File: src/rtl/subu_pkg.sv
package subu_pkg;

    typedef enum logic [1:0] {
        OP_REG   = 2'b00,
        OP_STOR  = 2'b01,
        OP_HALF  = 2'b10,
        OP_LOGIC = 2'b11
    } subu_op_e;

    typedef enum logic {
        S_IDLE = 1'b0,
        S_DONE = 1'b1
    } subu_state_e;

    localparam logic [1:0] CC_SGN_ZERO = 2'd0;
    localparam logic [1:0] CC_SGN_NEG  = 2'd1;
    localparam logic [1:0] CC_SGN_POS  = 2'd2;
    localparam logic [1:0] CC_SGN_OVF  = 2'd3;
    localparam logic [1:0] CC_LOG_NZNC = 2'd1;
    localparam logic [1:0] CC_LOG_ZC   = 2'd2;
    localparam logic [1:0] CC_LOG_NZC  = 2'd3;

endpackage

File: src/rtl/subu_operand_prep.sv
module subu_operand_prep
    import subu_pkg::*;
#(
    parameter int W  = 32,
    parameter int HW = 16
) (
    input  subu_op_e       op,
    input  logic [W-1:0]   opb,
    output logic [W-1:0]   opb_ext
);
    localparam int EXT = W - HW;

    logic [W-1:0] half_ext;

    generate
        if (EXT > 0) begin : g_ext
            assign half_ext = {{EXT{opb[HW-1]}}, opb[HW-1:0]};
        end else begin : g_noext
            assign half_ext = opb;
        end
    endgenerate

    always_comb begin
        unique case (op)
            OP_HALF: opb_ext = half_ext;
            default: opb_ext = opb;
        endcase
    end
endmodule

File: src/rtl/subu_core.sv
module subu_core #(
    parameter int W = 32
) (
    input  logic [W-1:0] a,
    input  logic [W-1:0] b,
    output logic [W-1:0] diff,
    output logic         carry,
    output logic         sovf
);
    logic [W:0] sum;

    always_comb begin
        // minuend plus inverted subtrahend plus one low-order one
        sum   = {1'b0, a} + {1'b0, ~b} + {{W{1'b0}}, 1'b1};
        diff  = sum[W-1:0];
        carry = sum[W];
        sovf  = (a[W-1] ^ b[W-1]) & (sum[W-1] ^ a[W-1]);
    end
endmodule

File: src/rtl/subu_cc_encode.sv
module subu_cc_encode
    import subu_pkg::*;
#(
    parameter int W = 32
) (
    input  subu_op_e     op,
    input  logic [W-1:0] diff,
    input  logic         carry,
    input  logic         sovf,
    input  logic         mask,
    output logic [1:0]   cc,
    output logic         irq
);
    logic is_zero;

    always_comb begin
        is_zero = (diff == '0);
        cc      = CC_SGN_ZERO;
        irq     = 1'b0;
        unique case (op)
            OP_LOGIC: begin
                if (!carry)       cc = CC_LOG_NZNC;
                else if (is_zero) cc = CC_LOG_ZC;
                else              cc = CC_LOG_NZC;
            end
            default: begin
                if (sovf)              cc = CC_SGN_OVF;
                else if (is_zero)      cc = CC_SGN_ZERO;
                else if (diff[W-1])    cc = CC_SGN_NEG;
                else                   cc = CC_SGN_POS;
                irq = sovf & mask;
            end
        endcase
    end
endmodule

File: src/rtl/sub_unit.sv
module sub_unit
    import subu_pkg::*;
#(
    parameter int W  = 32,
    parameter int HW = 16
) (
    input  logic          clk,
    input  logic          rst_n,
    input  logic          req_i,
    input  logic [1:0]    op_i,
    input  logic [W-1:0]  opa_i,
    input  logic [W-1:0]  opb_i,
    input  logic          ovf_mask_i,
    output logic          vld_o,
    output logic [W-1:0]  diff_o,
    output logic [1:0]    cc_o,
    output logic          ovf_irq_o
);
    subu_state_e state_q, state_d;
    subu_op_e    op_e;

    logic [W-1:0] opb_ext;
    logic [W-1:0] diff_c;
    logic         carry_c;
    logic         sovf_c;
    logic [1:0]   cc_c;
    logic         irq_c;

    logic [W-1:0] diff_q;
    logic [1:0]   cc_q;
    logic         irq_q;

    assign op_e = subu_op_e'(op_i);

    subu_operand_prep #(.W(W), .HW(HW)) prep_i (
        .op      (op_e),
        .opb     (opb_i),
        .opb_ext (opb_ext)
    );

    subu_core #(.W(W)) core_i (
        .a     (opa_i),
        .b     (opb_ext),
        .diff  (diff_c),
        .carry (carry_c),
        .sovf  (sovf_c)
    );

    subu_cc_encode #(.W(W)) cc_i (
        .op    (op_e),
        .diff  (diff_c),
        .carry (carry_c),
        .sovf  (sovf_c),
        .mask  (ovf_mask_i),
        .cc    (cc_c),
        .irq   (irq_c)
    );

    // next-state: GO_DONE on request, GO_IDLE otherwise
    always_comb begin
        state_d = state_q;
        unique case (state_q)
            S_IDLE: state_d = req_i ? S_DONE : S_IDLE;
            S_DONE: state_d = req_i ? S_DONE : S_IDLE;
            default: state_d = S_IDLE;
        endcase
    end

    // state register
    always_ff @(posedge clk or negedge rst_n) begin
        if (!rst_n) state_q <= S_IDLE;
        else        state_q <= state_d;
    end

    // result registers
    always_ff @(posedge clk or negedge rst_n) begin
        if (!rst_n) begin
            diff_q <= '0;
            cc_q   <= '0;
            irq_q  <= 1'b0;
        end else if (req_i) begin
            diff_q <= diff_c;
            cc_q   <= cc_c;
            irq_q  <= irq_c;
        end
    end

    // outputs
    always_comb begin
        vld_o     = (state_q == S_DONE);
        diff_o    = diff_q;
        cc_o      = cc_q;
        ovf_irq_o = irq_q;
    end
endmodule

File: config.mk
export PLATFORM = sky130hd
export DESIGN_NAME = sub_unit
export DESIGN_NICKNAME = d
export VERILOG_FILES = /design/src/rtl/subu_pkg.sv /design/src/rtl/subu_operand_prep.sv /design/src/rtl/subu_core.sv /design/src/rtl/subu_cc_encode.sv /design/src/rtl/sub_unit.sv
export SDC_FILE = /design/constraint.sdc
export NUM_CORES = 1
export LEC_CHECK = 0
export BUFFER_PORTS_ARGS = -buffer_cell sky130_fd_sc_hd__buf_2
export CORE_MARGIN = 2
export CORE_UTILIZATION = 55
export CTS_BUF_LIST = sky130_fd_sc_hd__clkbuf_4 sky130_fd_sc_hd__clkbuf_8
export DETAILED_ROUTE_END_ITERATION = 8
export PLACE_DENSITY_LB_ADDON = 0.25
export SLEW_MARGIN = 15
export SYNTH_ARGS = -nofsm -noshare
export SYNTH_HDL_FRONTEND = slang
export SYNTH_SLANG_ARGS = --single-unit
File: constraint.sdc
create_clock -name clk -period 2.05 [get_ports clk]
set_clock_uncertainty 0.05 [all_clocks]
set_input_delay 0.41 -clock clk [delete_from_list [all_inputs] [get_ports clk]]
set_output_delay 0.41 -clock clk [all_outputs]
set_load 0.05 [all_outputs]
==> results.cfg, run 1 <==
[synth]
netlist_area_um2 = 3830
ys_ff_latch = 36
synthCells = 451
async_flop_share_pct = 100
avgSynthCellArea_um2 = 8.50
yosys_most_used_dff = dfrtp_1
yosysMostFrequentCell = a21oi_1
synth_edf_count = 0
synth_top_area_share_pct = 23.5
synth_area_leaders = dfrtp_1 24%, ha_1 11%, a21oi_1 7.1%
ys_types = 78
yosys-top-cells-count = 54 x a21oi_1, 36 x dfrtp_1, 33 x ha_1, 29 x nand2_1, 28 x inv_1
ys_warn_count = 0
syn-num-nets = 555
synth_seq_area_share_pct = 23.5
yosys.area.top_type = dfrtp_1

[outcome]
status = did not finish
failing_step = global routing (5_1_grt)
error = [ERROR GRT-0116] Global routing finished with congestion. Check the congestion regions in the DRC Viewer.

[clock_network]
cts.htree.levels = 2
cts-root-buf = clkbuf_8
cts.sinks = 36
cts_buffers = 5
cts.path.max_buffers = 2

[place]
gp_congestion = 0.945
numPlacedInstances = 755
numPortBuffers = 105
post-dp-hpwl_mm = 10.2
place_ws_ns = -1.59
placed_area_um2 = 5550

[global_routing]
first_global_vias = 6782
grt_remaining_overflow = 25
grt_pass1_wl_mm = 38.2
grt_usage_pct = 66.6
grt_max_degree = 38

[floorplanning]
dieHeight_um = 87.5
rows = 30
pin_count = 106
start_util_pct = 56.7
die_w_um = 87.5
repair_timing:
action / CTS
gates cloned: 2
resized for setup: 131
hold buffers: 0
setup endpoints to repair: 27
setup buffers: 28
pin swaps: 51
per-stage QoR:
step / util [%] / setup TNS (ns)
after floorplan: - / -12.83
after global placement: 82.2 / -21.22
after detailed placement: 82.2 / -23.29
after CTS: 97.5 / -12.07
layer usage:
layer  overflow  track usage, %
met2         11            89.3
met3          0            43.5
met5          0            4.20
met4         13            69.5
met1          1            65.5
kinds of logic after synthesis:
kind of cell	after synthesis	synth area share, %
AOI/OAI and AO/OA	175	33.0
xor gates and xnor gates	13	3.36
adders and majority gates	34	11.3
buffers and inverters	48	6.30
DFF	36	23.5
muxes	16	4.70
and+or+nand+nor	129	17.8
==> run 2, diff against run 1 <==
--- a/config.mk
+++ b/config.mk
@@ -7,10 +7,9 @@
 export LEC_CHECK = 0
 export BUFFER_PORTS_ARGS = -buffer_cell sky130_fd_sc_hd__buf_2
 export CORE_MARGIN = 2
-export CORE_UTILIZATION = 55
-export CTS_BUF_LIST = sky130_fd_sc_hd__clkbuf_4 sky130_fd_sc_hd__clkbuf_8
+export CORE_UTILIZATION = 40
 export DETAILED_ROUTE_END_ITERATION = 8
-export PLACE_DENSITY_LB_ADDON = 0.25
+export PLACE_DENSITY_LB_ADDON = 0.15
 export SLEW_MARGIN = 15
 export SYNTH_ARGS = -nofsm -noshare
 export SYNTH_HDL_FRONTEND = slang
==> run 2 against run 1 <==
The flow now finishes, with violations (negative setup slack). Synthesized cell count did not move. Synthesized area did not move.
==> results.cfg, run 2 <==
[pwr]
total_power_mw = 4.71
ir_drop_uv = 415
power.leakage_nw = 3.24
powerDensity_nw_per_um2 = 665

[clock_network]
clk_pin_slew_ns = 0.07
cts_buffers = 5
cts.path.max_buffers = 2
ctsHoldBuffers = 0
clock_latency_ns = 0.28
cts.sinks = 36
cts_tree = done
cts.htree.levels = 2
cts-root-buf = clkbuf_8

[outcome]
status = finished with violations
violations = negative setup slack

[setup_path]
arrival_ns = 3.41
cp_max_fo = 5
startpoint_type = input port
critPathKind = input port to flip-flop
ff2ff_setup_slack_ns = 1.12
endpoint = cc_o[1]$_DFFE_PN0P_
critPathLaunch = op_i[0]
timing.rr.start = diff_o[14]$_DFFE_PN0P_
r2r_cells = 2
end_kind = flip-flop
r2r-end = diff_o[14]$_DFFE_PN0P_
critPathRequiredTime_ns = 2.16

[finish]
layout_common_cells = 155 x buf_4, 101 x buf_2, 36 x dfrtp_1
layout.area.seq_um2 = 901
instances_no_fill = 859
n_antenna_cell = 0
area_growth_pct = 84.9
final_common_cell = buf_4
post-route-util_pct = 76.3
nNetsFinal = 833
largest_reg_flops = 32
nFillCells = 641
fin_area_um2 = 7090
multi_input_area_um2 = 3750
drive_gt1_share_pct = 64.8

[synth]
yosys_most_used_dff = dfrtp_1
synth_top_family_by_area = compound AO/OA/AOI/OAI gates
ys_warn_count = 0
async_flop_share_pct = 100
synth-compound-area-share_pct = 33.0
netlist_area_um2 = 3830
synth_xor_area_share_pct = 3.36
ys_ff_latch = 36
synth_top_area_share_pct = 23.5
yosys.area.top_type = dfrtp_1
synth_edf_count = 0
synth_mux_area_share_pct = 4.70
synthCells = 451
ys_types = 78
yosysMostFrequentCell = a21oi_1
synthAdderAreaFrac_pct = 11.3
synth_seq_area_share_pct = 23.5
synth-simple-area-share_pct = 17.8
synth_area_leaders = dfrtp_1 24%, ha_1 11%, a21oi_1 7.1%
syn-num-nets = 555
avgSynthCellArea_um2 = 8.50
yosys-top-cells-count = 54 x a21oi_1, 36 x dfrtp_1, 33 x ha_1, 29 x nand2_1, 28 x inv_1

[route]
drtIter0Drc = 189
wl_per_cell_um = 16.7
antenna_left = 0
drcViolationCount = 0
via_per_inst = 5.43
wirelength_mm = 14.3
dr.pass1.iters = 4
vias = 4662

[timing]
hold_viol_final = 0
max_freq_mhz = 303
setup_ws_ns = -1.25
fin_crit_ns = 3.30
worst_pin_slew_ns = 0.776
setup_violations = 22
finalCritPeriodShare_pct = 161
rsz0062_at_grt = true
hold_slack_ns = 0.153
tns_ns = -13.78
relSlewSlack_pct = 48.3
slew_viol_final = 0

[floorplanning]
core-area_um2 = 9280
rows = 35
dieArea_um2 = 10400
dieHeight_um = 102
pin_count = 106
start_util_pct = 41.3
die_w_um = 102

[place]
placed_area_um2 = 5660
numPortBuffers = 105
gp_congestion = 0.867
place_ws_ns = -1.57
numPlacedInstances = 812
post-dp-hpwl_mm = 9.96

[global_routing]
grt_max_degree = 38
grt_pass1_wl_mm = 21.5
grt_remaining_overflow = 0
first_global_vias = 4596
antenna_found_initial = 0
grt_usage_pct = 25.3

[job]
maxCapViolations = 0

[hold_path]
hp-class = input port to async pin
[run 2: cell counts after synthesis]
No cell type changed its count.
[run 2: metal layers]
layer | global-route usage [%] | part of all wire, % | up-vias
li1 | - | - | 2249
met1 | 33.6 | 44 | 2266
met2 | 44.2 | 51 | 123
met3 | 2.80 | 3.6 | 24
met4 | 6.05 | 2.0 | 0
met5 | 0 | 0 | -
[run 2: where the power goes]
part	internal [mW]	total, mW	switching [mW]	leakage [nW]
combinational	1.43	3.23	1.80	2.77
sequential	0.874	0.972	0.0986	0.425
clock	0.268	0.511	0.243	0.0510
[run 2: how the worst min path moves through the flow]
stage                     startpoint                endpoint  cells after the start
2_1_floorplan                  rst_n     cc_o[0]$_DFFE_PN0P_                      0
3_3_place_gp   diff_o[0]$_DFFE_PN0P_   diff_o[0]$_DFFE_PN0P_                      2
3_5_place_dp   diff_o[1]$_DFFE_PN0P_   diff_o[1]$_DFFE_PN0P_                      2
4_1_cts                        rst_n   diff_o[1]$_DFFE_PN0P_                      1
5_1_grt                        rst_n  diff_o[21]$_DFFE_PN0P_                      1
6_report                       rst_n   diff_o[1]$_DFFE_PN0P_                      1
[run 2: worst max-delay path, cell delays in order]
cell,delay [ns]
buf_6,0.09
nand2b_4,0.19
bufbuf_16,0.30
a21oi_4,0.17
ha_4,0.24
nand2_2,0.09
inv_1,0.07
a221o_1,0.33
a32oi_2,0.25
a311o_1,0.26
o311ai_4,0.14
a2111oi_4,0.33
nand4_1,0.21
o31ai_2,0.22
a31oi_1,0.10
[run 2: logic make-up after synthesis]
group,Yosys count
XOR/XNOR,13
buffers and inverters,48
AND/OR/NAND/NOR,129
flip-flops,36
AO/OA/AOI/OAI,175
multiplexers,16
adder cells (fa/ha/maj),34
[run 2: layout make-up]
type,instances,share of cell area (%)
multi-input combinational,368,53.0
timing repair buffer,288,29.0
sequential,36,12.7
tap,129,2.28
inverter,30,1.66
clock buffer,6,1.17
clock inverter,2,0.141
[run 2: repair_timing]
action,CTS,global route
resized for setup,124,72
pin swaps,47,39
setup buffers,27,14
endpoints found under the setup margin,25,25
gates cloned,2,0
(Power assumes the default switching activity.)
